--- src/rtl/scl_phase_pkg.sv ---
package scl_phase_pkg;

    localparam int unsigned TG_FIELD_W = 16;
    localparam int unsigned TG_LEN_W   = TG_FIELD_W + 1;

    typedef enum logic [1:0] {
        OP_NONE  = 2'd0,
        OP_START = 2'd1,
        OP_BIT   = 2'd2,
        OP_STOP  = 2'd3
    } op_e;

    typedef enum logic [2:0] {
        ST_IDLE,
        ST_HOLD,
        ST_PARK,
        ST_LOW,
        ST_WAIT_HI,
        ST_HIGH,
        ST_BUS_FREE
    } phase_e;

    typedef struct packed {
        logic [TG_LEN_W-1:0] low_len;
        logic [TG_LEN_W-1:0] high_len;
        logic [TG_LEN_W-1:0] hold_len;
        logic [TG_LEN_W-1:0] free_len;
        logic [TG_LEN_W-1:0] tx_ofs;
        logic [TG_LEN_W-1:0] rx_ofs;
    } phase_cfg_t;

endpackage

--- src/rtl/scl_cfg_capture.sv ---
module scl_cfg_capture
    import scl_phase_pkg::*;
#(
    parameter int unsigned WORD_W     = 32,
    parameter int unsigned NUM_WORDS  = 3,
    parameter int unsigned LOW_EXTRA  = 2,
    parameter int unsigned HIGH_EXTRA = 7
) (
    input  logic              clk,
    input  logic              rst_n,
    input  logic              load,
    input  logic [WORD_W-1:0] word0,
    input  logic [WORD_W-1:0] word1,
    input  logic [WORD_W-1:0] word2,
    output phase_cfg_t        cfg
);

    localparam int unsigned HALF_W = WORD_W / 2;

    logic [WORD_W-1:0] word_in [NUM_WORDS];
    logic [WORD_W-1:0] word_q  [NUM_WORDS];

    assign word_in[0] = word0;
    assign word_in[1] = word1;
    assign word_in[2] = word2;

    // one capture register per timing word, loaded on command acceptance
    for (genvar gi = 0; gi < NUM_WORDS; gi++) begin : g_word
        always_ff @(posedge clk or negedge rst_n) begin
            if (!rst_n) begin
                word_q[gi] <= '0;
            end else if (load) begin
                word_q[gi] <= word_in[gi];
            end
        end
    end

    function automatic logic [TG_LEN_W-1:0] widen(input logic [HALF_W-1:0] f);
        return TG_LEN_W'(f);
    endfunction

    always_comb begin
        cfg.high_len = widen(word_q[0][WORD_W-1:HALF_W]) + TG_LEN_W'(HIGH_EXTRA);
        cfg.rx_ofs   = widen(word_q[0][HALF_W-1:0]);
        cfg.low_len  = widen(word_q[1][WORD_W-1:HALF_W]) + TG_LEN_W'(LOW_EXTRA);
        cfg.tx_ofs   = widen(word_q[1][HALF_W-1:0]);
        cfg.free_len = widen(word_q[2][WORD_W-1:HALF_W]);
        cfg.hold_len = widen(word_q[2][HALF_W-1:0]);
    end

endmodule

--- src/rtl/scl_phase_counter.sv ---
module scl_phase_counter #(
    parameter int unsigned LEN_W = 17
) (
    input  logic             clk,
    input  logic             rst_n,
    input  logic             clear,
    input  logic [LEN_W-1:0] len,
    input  logic [LEN_W-1:0] ofs,
    output logic             last,
    output logic             at_ofs
);

    logic [LEN_W-1:0] cnt_q;
    logic [LEN_W:0]   cnt_next;

    assign cnt_next = {1'b0, cnt_q} + {{LEN_W{1'b0}}, 1'b1};

    always_ff @(posedge clk or negedge rst_n) begin
        if (!rst_n) begin
            cnt_q <= '0;
        end else if (clear) begin
            cnt_q <= '0;
        end else begin
            cnt_q <= cnt_next[LEN_W-1:0];
        end
    end

    // a zero length behaves as a length of one
    assign last   = (cnt_next >= {1'b0, len});
    assign at_ofs = (cnt_q == ofs);

endmodule

--- src/rtl/scl_phase_gen.sv ---
module scl_phase_gen
    import scl_phase_pkg::*;
#(
    parameter int unsigned WORD_W     = 32,
    parameter int unsigned LOW_EXTRA  = 2,
    parameter int unsigned HIGH_EXTRA = 7
) (
    input  logic              clk,
    input  logic              rst_n,
    input  logic [WORD_W-1:0] timing_w0,
    input  logic [WORD_W-1:0] timing_w1,
    input  logic [WORD_W-1:0] timing_w2,
    input  logic              cmd_valid,
    input  logic [1:0]        cmd_kind,
    output logic              cmd_ready,
    input  logic              scl_in,
    output logic              scl_low,
    output logic              tx_change,
    output logic              rx_sample,
    output logic              op_done,
    output logic              clk_busy
);

    phase_e     state_q, state_d;
    op_e        op_q;
    phase_cfg_t cfg;
    logic       accept;
    logic       cnt_clear, cnt_last, cnt_at_ofs;
    logic       timed;
    logic [TG_LEN_W-1:0] cur_len, cur_ofs;

    assign accept = cmd_valid && cmd_ready;

    scl_cfg_capture #(
        .WORD_W    (WORD_W),
        .NUM_WORDS (3),
        .LOW_EXTRA (LOW_EXTRA),
        .HIGH_EXTRA(HIGH_EXTRA)
    ) cfg_i (
        .clk  (clk),
        .rst_n(rst_n),
        .load (accept),
        .word0(timing_w0),
        .word1(timing_w1),
        .word2(timing_w2),
        .cfg  (cfg)
    );

    // length and strobe offset of the phase now running
    always_comb begin
        cur_len = '0;
        cur_ofs = '1;
        timed   = 1'b0;
        unique case (state_q)
            ST_LOW:      begin cur_len = cfg.low_len;  cur_ofs = cfg.tx_ofs; timed = 1'b1; end
            ST_HIGH:     begin cur_len = cfg.high_len; cur_ofs = cfg.rx_ofs; timed = 1'b1; end
            ST_HOLD:     begin cur_len = cfg.hold_len; timed = 1'b1; end
            ST_BUS_FREE: begin cur_len = cfg.free_len; timed = 1'b1; end
            default:     begin end
        endcase
    end

    assign cnt_clear = !timed || cnt_last;

    scl_phase_counter #(
        .LEN_W(TG_LEN_W)
    ) cnt_i (
        .clk   (clk),
        .rst_n (rst_n),
        .clear (cnt_clear),
        .len   (cur_len),
        .ofs   (cur_ofs),
        .last  (cnt_last),
        .at_ofs(cnt_at_ofs)
    );

    // state register
    always_ff @(posedge clk or negedge rst_n) begin
        if (!rst_n) begin
            state_q <= ST_IDLE;
        end else begin
            state_q <= state_d;
        end
    end

    // operation register, loaded with every accepted command
    always_ff @(posedge clk or negedge rst_n) begin
        if (!rst_n) begin
            op_q <= OP_NONE;
        end else if (accept) begin
            op_q <= op_e'(cmd_kind);
        end
    end

    // next-state logic
    always_comb begin
        state_d = state_q;
        unique case (state_q)
            ST_IDLE: begin
                if (accept && op_e'(cmd_kind) == OP_START) state_d = ST_HOLD;
            end
            ST_HOLD: begin
                if (cnt_last) state_d = ST_PARK;
            end
            ST_PARK: begin
                if (accept && op_e'(cmd_kind) != OP_NONE) state_d = ST_LOW;
            end
            ST_LOW: begin
                if (cnt_last) state_d = ST_WAIT_HI;
            end
            ST_WAIT_HI: begin
                if (scl_in) state_d = (op_q == OP_START) ? ST_HOLD : ST_HIGH;
            end
            ST_HIGH: begin
                if (cnt_last) state_d = (op_q == OP_STOP) ? ST_BUS_FREE : ST_PARK;
            end
            ST_BUS_FREE: begin
                if (cnt_last) state_d = ST_IDLE;
            end
            default: state_d = ST_IDLE;
        endcase
    end

    // outputs
    always_comb begin
        cmd_ready = 1'b0;
        scl_low   = 1'b0;
        tx_change = 1'b0;
        rx_sample = 1'b0;
        op_done   = 1'b0;
        clk_busy  = 1'b1;
        unique case (state_q)
            ST_IDLE: begin
                cmd_ready = 1'b1;
                clk_busy  = 1'b0;
            end
            ST_HOLD: begin
                op_done = cnt_last;
            end
            ST_PARK: begin
                cmd_ready = 1'b1;
                scl_low   = 1'b1;
            end
            ST_LOW: begin
                scl_low   = 1'b1;
                tx_change = cnt_at_ofs;
            end
            ST_WAIT_HI: begin
            end
            ST_HIGH: begin
                rx_sample = cnt_at_ofs && (op_q == OP_BIT);
                op_done   = cnt_last && (op_q == OP_BIT);
            end
            ST_BUS_FREE: begin
                op_done = cnt_last;
            end
            default: begin
            end
        endcase
    end

endmodule

--- config.mk ---
export PLATFORM = sky130hd
export DESIGN_NAME = scl_phase_gen
export DESIGN_NICKNAME = d
export VERILOG_FILES = /design/src/rtl/scl_phase_pkg.sv /design/src/rtl/scl_cfg_capture.sv /design/src/rtl/scl_phase_counter.sv /design/src/rtl/scl_phase_gen.sv
export SDC_FILE = /design/constraint.sdc
export NUM_CORES = 1
export LEC_CHECK = 0
export BUFFER_PORTS_ARGS = -buffer_cell sky130_fd_sc_hd__buf_2
export CELL_PAD_IN_SITES_DETAIL_PLACEMENT = 1
export CELL_PAD_IN_SITES_GLOBAL_PLACEMENT = 1
export CORE_ASPECT_RATIO = 1.75
export CORE_UTILIZATION = 48
export CTS_CLUSTER_SIZE = 10
export DETAILED_ROUTE_END_ITERATION = 8
export PLACE_DENSITY_LB_ADDON = 0.1
export SYNTH_ARGS = -nofsm -noshare
export SYNTH_HDL_FRONTEND = slang
export SYNTH_SLANG_ARGS = --single-unit
--- constraint.sdc ---
create_clock -name clk -period 8.1 [get_ports clk]
set_input_delay 1.62 -clock clk [delete_from_list [all_inputs] [get_ports clk]]
set_output_delay 1.62 -clock clk [all_outputs]
set_load 0.02 [all_outputs]
==> metrics.md, run 1 <==
| Metric | Value |
|---|---|
| Insertion delay of the later-clocked pin in the worst-skew pair | 0.41 ns |
| Number of antenna repair diodes | 0 |
| Maximum operating frequency | 154 MHz |
| Via count of the first global-routing pass | between 5k and 6k |
| Cell area after technology mapping | 0.00669 mm² |
| Worst reg-to-reg setup slack | 3.13 ns |
| Syn Nets | around 730 |
| Total congestion overflow | 0 |
| Io pins | 108 |
| Number of iterations in the first detailed-routing pass | 4 |
| Row Count | 56 |
| Number of instances in the synthesized netlist | 611 |
| Number of clock buffers inserted by TritonCTS | 17 |
| CP max FO | 31 |
| Max-slew violations | 0 |
| Floorplan core area | between 0.01 and 0.015 mm² |
| Fraction of layout instances using a drive strength above 1 | 0.363 |
| Layout Area Growth over Synthesis | 17.6% |
| Total die area | between 0.01 and 0.015 mm² |
| Count of flip-flops with a built-in enable after synthesis | 0 |
| Total of warnings raised by yosys | 0 |
| Detailed-route DRC error count | 0 |
| Highest cell delay on the worst timing path | around 0.87 ns |
| Vert. Die Dim | ~160 µm |
| Critical register-to-register path startpoint | state_q[2]$_DFFE_PN0P_ |
| First DRT Iteration DRCs | 210 |
| Total number of clock tree sinks | 118 |
| Most frequent cell after synthesis | dfrtp_1 |
| CP endpoint kind | output pin |
| HP Start | cfg_i.cfg[12]$_DFFE_PN0P_ |
| Clock input transition at the sequential cells of the worst setup and hold paths | 0.05 ns |
| Chip width | 91.2 µm |
| Clk root buf | clkbuf_16 |
| Top post-synthesis cells by area | dfrtp_1 (44%), mux2_2 (16%), xnor2_1 (3.9%) |
| Worst reg2reg path depth | 12 |
| Reg-to-reg endpoint | cnt_i.cnt_q[2]$_DFF_PN0_ |
| Buffer count from post-CTS setup fixing | 0 |
| Peak supply drop | 0.155 mV |
| Hold buffer count at cts | 0 |
| Final hold violations | 0 |
| Clock skew after layout | 0.0104 ns |
| Part of the Yosys area used for sequential elements | 0.442 |
| Headroom to the max-slew limit | 0.253 |
| Count of buffers from port buffering | about 110 |
| Number of different library cells in the post-synthesis netlist | 60 |
| Worst Setup SP | state_q[2]$_DFFE_PN0P_ |
| Required time of the worst setup path | 6.48 ns |
| Class of the tightest hold or removal check | register to register |
| Post-synth top flop | dfrtp_1 |
| Nets | 830 |
| Final-layout fill cell count | 1,455 |
| Post-detailed-route wirelength per cell | roughly 21 µm |
| Data arrival at the endpoint of the critical path | between 4 and 5 ns |
| Vias per Instance | 5.81 |
| Max Buffers Root-to-Sink | 2 |
| PD cells | 407 mW/mm² |
| GRT Resource Usage Total | 0.283 |
| Slew @ Worst Pin | 1.12 ns |
| Leakage power summed over all cells | 0.00350 µW |
| Total setup violations reported at the end of the flow | 0 |
| Type of the setup path with the least slack | register to output pin |
| Power Total | between 3000 and 4000 µW |
| Most numerous cell on the critical path | nor2_1 |
| Number of levels in the clock H-tree | 4 |
| Wire length of the first global-routing pass | between 30 and 40 mm |
| Fraction of synthesized cell area taken by the top area cell type | 0.442 |
| Async S/R FF share, synth | 1.00 |
| Setup repair after global routing missed its margin | no |
| Largest area contributor in the netlist | dfrtp_1 |
| Clock tree from TritonCTS | done |
| Termination of the worst setup path | op_done |
| Cell with the largest stage delay on the worst path | nor2_1 |
| Total wire length | 19.2 mm |
| Ordered list of cells on the worst path | buf_4 > nand2_1 > nor2_1 > nand2_1 > o21ai_0 > a21oi_1 > ha_1 > nand4_1 > o41a_1 > a211oi_1 > nor2_1 > nor2_1 > buf_2 |
| Avg Cell Area, Syn | 10.9 µm² |
| Effective utilization at floorplan | 0.495 |
| Total negative slack for setup checks | 0 ns |
| FF+latch count, synth | 118 |
| Number of nets still failing antenna checks after routing | 0 |
| Total of max-cap violations | 0 |
| Detailed Place HPWL | 14.6 mm |
| Number of gates resized after cts | 0 |
| Final weighted congestion in routability-driven placement | between 0.8 and 0.9 |
| Initial antenna violation count | 0 |
| Total via count in the routed design | 5,186 |
| Result of the run | complete, no violations |
| Maximum number of pins on one net before global-route repair | just over 70 |
| Critical Path Start Type | register |
| Leading post-synthesis cells by instance count | dfrtp_1 (118), mux2_2 (95), o21ai_0 (33) |
| Final critical-path share of the clock period | 0.803 |
| Min Clock Period, post-route | 6.51 ns |
-- worst min-delay path by stage --
stage | end | depth (start not counted)
after floorplan | cfg_i.cfg[49]$_DFFE_PN0P_ | 1
after global placement | cfg_i.cfg[49]$_DFFE_PN0P_ | 1
after detailed placement | cfg_i.cfg[12]$_DFFE_PN0P_ | 1
after CTS | cfg_i.cfg[49]$_DFFE_PN0P_ | 1
after global routing | cfg_i.cfg[49]$_DFFE_PN0P_ | 1
final | cfg_i.cfg[12]$_DFFE_PN0P_ | 1
-- final cells by class --
class,count,area [µm²],share of cell area
Tap cell,174,218,0.0277
Inverter,8,30.0,0.00382
Sequential cell,118,2950,0.375
Clock inverter,13,136,0.0173
Multi-Input combinational cell,450,3520,0.448
Timing Repair Buffer,113,583,0.0741
Clock buffer,17,425,0.0541
-- per-layer routing --
layer	vias up	track usage	share of wire
li1	2408	-	-
met1	2609	0.278	0.36
met2	121	0.566	0.58
met3	48	0.0432	0.022
met4	0	0.136	0.040
met5	-	0	0
-- through the flow --
| stage | utilization | cells | hold WS (ns) | cell area [µm²] | setup WS (ns) |
|---|---|---|---|---|---|
| final | 0.582 | 893 | 0.507 | 7870 | 1.59 |
| after global routing | 0.582 | 893 | 0.521 | 7870 | 1.29 |
| after CTS | 0.582 | 893 | 0.510 | 7870 | 1.60 |
| after detailed placement | 0.540 | 863 | 0.496 | 7300 | 2.06 |
| after global placement | 0.540 | 863 | 0.488 | 7300 | 2.20 |
| after floorplan | - | 611 | 0.472 | 6690 | 3.38 |
-- worst max-delay path: cells and delay by family, from the launching register on --
family,cells,cell delay (ns)
simple gates,6,1.64
fa+ha+maj,1,0.30
flops,1,0.68
compound gates,4,1.22
buf+inv,2,0.62
-- cells by family after synthesis --
| logic type | synth area share |
|---|---|
| and+or+nand+nor | 0.149 |
| DFF | 0.442 |
| AOI/OAI and AO/OA | 0.107 |
| muxes | 0.167 |
| xor gates and xnor gates | 0.0655 |
| buffers and inverters | 0.0324 |
| adders and majority gates | 0.0374 |
-- layout by cell type (no fill, tap or decap), drive strengths merged, types with 18 or more instances in the layout --
cell type	n
nor2b	18
dfrtp	118
o21ai	34
xnor2	30
nand2	30
buf	113
xor2	20
ha	20
nor2	33
mux2	95
-- sequential cells by signal (all words and copies together) (netlist names) --
register / count
state_q: 3
cnt_i.cnt_q: 17
cfg_i.cfg: 64
op_q: 2
cfg_i.word_q: 32
-- report_power, final --
| group | switching [µW] | total [µW] | leakage (µW) | internal (µW) |
|---|---|---|---|---|
| Sequential | 273 | 1140 | 0.00150 | 865 |
| Combinational | 701 | 1330 | 0.00173 | 634 |
| Clock | 281 | 728 | 0.000266 | 447 |
Note: power is estimated with default switching activity, not from simulation.
==> run 2: changes to the inputs <==
--- a/config.mk
+++ b/config.mk
@@ -5,11 +5,12 @@
 export SDC_FILE = /design/constraint.sdc
 export NUM_CORES = 1
 export LEC_CHECK = 0
+export ABC_AREA = 1
 export BUFFER_PORTS_ARGS = -buffer_cell sky130_fd_sc_hd__buf_2
 export CELL_PAD_IN_SITES_DETAIL_PLACEMENT = 1
 export CELL_PAD_IN_SITES_GLOBAL_PLACEMENT = 1
 export CORE_ASPECT_RATIO = 1.75
-export CORE_UTILIZATION = 48
+export CORE_UTILIZATION = 41
 export CTS_CLUSTER_SIZE = 10
 export DETAILED_ROUTE_END_ITERATION = 8
 export PLACE_DENSITY_LB_ADDON = 0.1
==> constraint.sdc (replaced) <==
create_clock -name clk -period 6.7 [get_ports clk]
set_input_delay 1.34 -clock clk [delete_from_list [all_inputs] [get_ports clk]]
set_output_delay 1.34 -clock clk [all_outputs]
set_load 0.02 [all_outputs]
==> run 2 against run 1 <==
Against the previous run:
- cell area is 0.95% lower
- clock power is 32% higher
- hold slack worse by 0.024 ns
- final cell count is 34% higher
==> metrics.md, run 2 <==
| Metric | Value |
|---|---|
| Type of the setup path with the least slack | register to output pin |
| Chip width | 97.4 µm |
| Cell area after technology mapping | 0.00653 mm² |
| Maximum number of pins on one net before global-route repair | around 70 |
| Max-slew violations | 0 |
| Ordered list of cells on the worst path | nand2_1 > nor2_1 > a22oi_1 > o21ai_0 > a21oi_1 > ha_1 > nand4_1 > o31a_1 > nand2_1 > nand2_1 > a22oi_1 > buf_2 |
| Total number of clock tree sinks | ~120 |
| Commonest cells after routing, fill and taps aside | nand2_1 (388), dfrtp_1 (118), buf_2 (106) |
| Total of max-cap violations | 0 |
| CP endpoint kind | output pin |
| GRT Resource Usage Total | 0.269 |
| Power Total | 3540 µW |
| Total via count in the routed design | 6,241 |
| Part of the Yosys area used for sequential elements | 0.452 |
| Top post-synthesis cells by area | dfrtp_1 (45%), nand2_1 (22%), inv_1 (4.0%) |
| Final hold violations | 0 |
| Setup repair after global routing missed its margin | no |
| Initial antenna violation count | 0 |
| Cell with the largest stage delay on the worst path | nor2_1 |
| Number of instances in the synthesized netlist | 894 |
| Vias per Instance | 5.23 |
| Number of iterations in the first detailed-routing pass | 4 |
| Finished Layout Cells | 1,193 |
| Simple-gate share of the synthesized area | 0.331 |
| Hold buffer count at cts | 0 |
| Detailed-route DRC error count | 0 |
| Share of synthesized area spent on multiplexers | 0 |
| Maximum operating frequency | 185 MHz |
| FF+latch count, synth | 118 |
| Nets | 1,116 |
| Class of the tightest hold or removal check | register to register |
| Headroom to the max-slew limit | 0.144 |
| Clock tree from TritonCTS | done |
| Final critical-path share of the clock period | 0.808 |
| Data arrival at the endpoint of the critical path | 4.07 ns |
| Wire length of the first global-routing pass | 34.2 mm |
| Fraction of layout instances using a drive strength above 1 | 0.160 |
| Fraction of synthesized cell area taken by the top area cell type | 0.452 |
| Number of antenna repair diodes | 0 |
| Total of warnings raised by yosys | 0 |
| Effective utilization at floorplan | 0.422 |
| Number of gates resized after cts | 0 |
| Avg Cell Area, Syn | 7.30 µm² |
| Final weighted congestion in routability-driven placement | 0.860 |
| Detailed Place HPWL | 15.7 mm |
| Largest area contributor in the netlist | dfrtp_1 |
| Io pins | 108 |
| Count of buffers from port buffering | about 110 |
| Vert. Die Dim | 169 µm |
| Peak supply drop | 0.194 mV |
| Clock skew after layout | between 0.01 and 0.015 ns |
| First DRT Iteration DRCs | 233 |
| Number of different library cells in the post-synthesis netlist | between 40 and 50 |
| Max Buffers Root-to-Sink | 2 |
| Highest cell delay on the worst timing path | about 0.97 ns |
| Post-detailed-route wirelength per cell | about 18 µm |
| Slew @ Worst Pin | 1.28 ns |
| Row Count | 60 |
| Leakage power summed over all cells | 0.00408 µW |
| Async S/R FF share, synth | 1.00 |
| Post-synth top flop | dfrtp_1 |
| Clk root buf | clkbuf_16 |
| Adder-cell area share of the yosys netlist | 0.0383 |
| Number of clock buffers inserted by TritonCTS | 17 |
| Placed Cells | 1,161 |
| Compound-cell area share of the yosys netlist | 0.0916 |
| Via count of the first global-routing pass | 6,711 |
| Floorplan core area | 0.0155 mm² |
| Number of flip-flops under the largest register name | 64 |
| Critical Path Start Type | register |
| Most common library cell in the layout ignoring fill and taps | nand2_1 |
| Required time of the worst setup path | 5.36 ns |
| Total negative slack for setup checks | 0 ns |
| PD cells | 454 mW/mm² |
| Leading post-synthesis cells by instance count | nand2_1 (388), dfrtp_1 (118), inv_1 (70) |
| Result of the run | complete, no violations |
| Insertion delay of the later-clocked pin in the worst-skew pair | 0.42 ns |
| Count of flip-flops with a built-in enable after synthesis | 0 |
| Most frequent cell after synthesis | nand2_1 |
| Most numerous cell on the critical path | nand2_1 |
| Buffer count from post-CTS setup fixing | 0 |
| Fraction of synthesized cell area in xor and xnor cells | 0.0188 |
| Final hold slack | 0.483 ns |
| Number of levels in the clock H-tree | 4 |
| Total setup violations reported at the end of the flow | 0 |
| Number of nets still failing antenna checks after routing | 0 |
| Total wire length | 21.0 mm |
| Total congestion overflow | 0 |
| Total die area | between 0.015 and 0.02 mm² |
| Syn Nets | 1,016 |
| Clock input transition at the sequential cells of the worst setup and hold paths | 0.06 ns |
| CP max FO | 17 |
| Layout Area Growth over Synthesis | 19.4% |
| Largest family of logic cells by synthesized area | simple AND/OR/NAND/NOR gates |
| Min Clock Period, post-route | 5.41 ns |
-- run 2: cell count changes in the layout (fill, tap and decap cells not counted), moves of 28 or more --
cell and change:
nand2_1 +358, mux2_2 -95, inv_1 +62, nand3_1 +35, nor2_1 +32, xnor2_1 -28
-- run 2: final cells by class --
class,count,area (µm²)
clock buffer,20,457
clock inverter,12,153
fill,2002,7670
inverter,75,283
multi-input combinational,669,3130
sequential,118,2950
tap,186,233
timing repair buffer,113,583
-- run 2: through the flow --
stage	util	instance area (µm²)	setup slack [ns]
2_1_floorplan	-	6530	2.56
3_3_place_gp	0.464	7180	1.80
3_5_place_dp	0.464	7180	1.73
4_1_cts	0.504	7790	1.28
5_1_grt	0.504	7790	1.01
6_report	0.504	7790	1.29
-- run 2: kinds of logic after synthesis --
| kind of cell | after synthesis |
|---|---|
| adder cells (fa/ha/maj) | 20 |
| AO/OA/AOI/OAI | 102 |
| buffers and inverters | 107 |
| XOR/XNOR | 14 |
| AND/OR/NAND/NOR | 533 |
| flip-flops | 118 |
-- run 2: critical path, delay by kind of cell, from the launching register on --
family / cells / cell delay [ns]
and+or+nand+nor: 5 / 1.38
AOI/OAI and AO/OA: 5 / 1.25
DFF: 1 / 0.52
adders and majority gates: 1 / 0.29
buffers and inverters: 1 / 0.21
-- run 2: final timing paths --
path | startpoint | endpoint | slack [ns] | cells past startpoint
max | state_q[0]$_DFFE_PN0P_ | op_done | 1.29 | 12
max reg2reg | state_q[0]$_DFFE_PN0P_ | state_q[1]$_DFFE_PN0P_ | 2.29 | 14
max in group asynchronous | rst_n | cfg_i.cfg[59]$_DFFE_PN0P_ | 4.40 | 2
min | cfg_i.cfg[58]$_DFFE_PN0P_ | cfg_i.cfg[58]$_DFFE_PN0P_ | 0.48 | 2
min in group asynchronous | rst_n | cfg_i.cfg[28]$_DFFE_PN0P_ | 0.95 | 1
min reg2reg | cfg_i.cfg[58]$_DFFE_PN0P_ | cfg_i.cfg[58]$_DFFE_PN0P_ | 0.48 | 2
-- run 2: power by group --
group | switching [µW] | internal [µW]
Clock | 355 | 603
Combinational | 896 | 427
Sequential | 239 | 1020
Total | 1490 | 2050
-- run 2: routing by layer --
metal	vias to the layer above	GRT usage	part of all wire	wire, µm
met1	3014	0.269	0.37	7700
met3	53	0.0372	0.025	530
met4	0	0.144	0.050	1060
met5	-	0	0	0
li1	3038	-	-	-
met2	136	0.527	0.56	11700
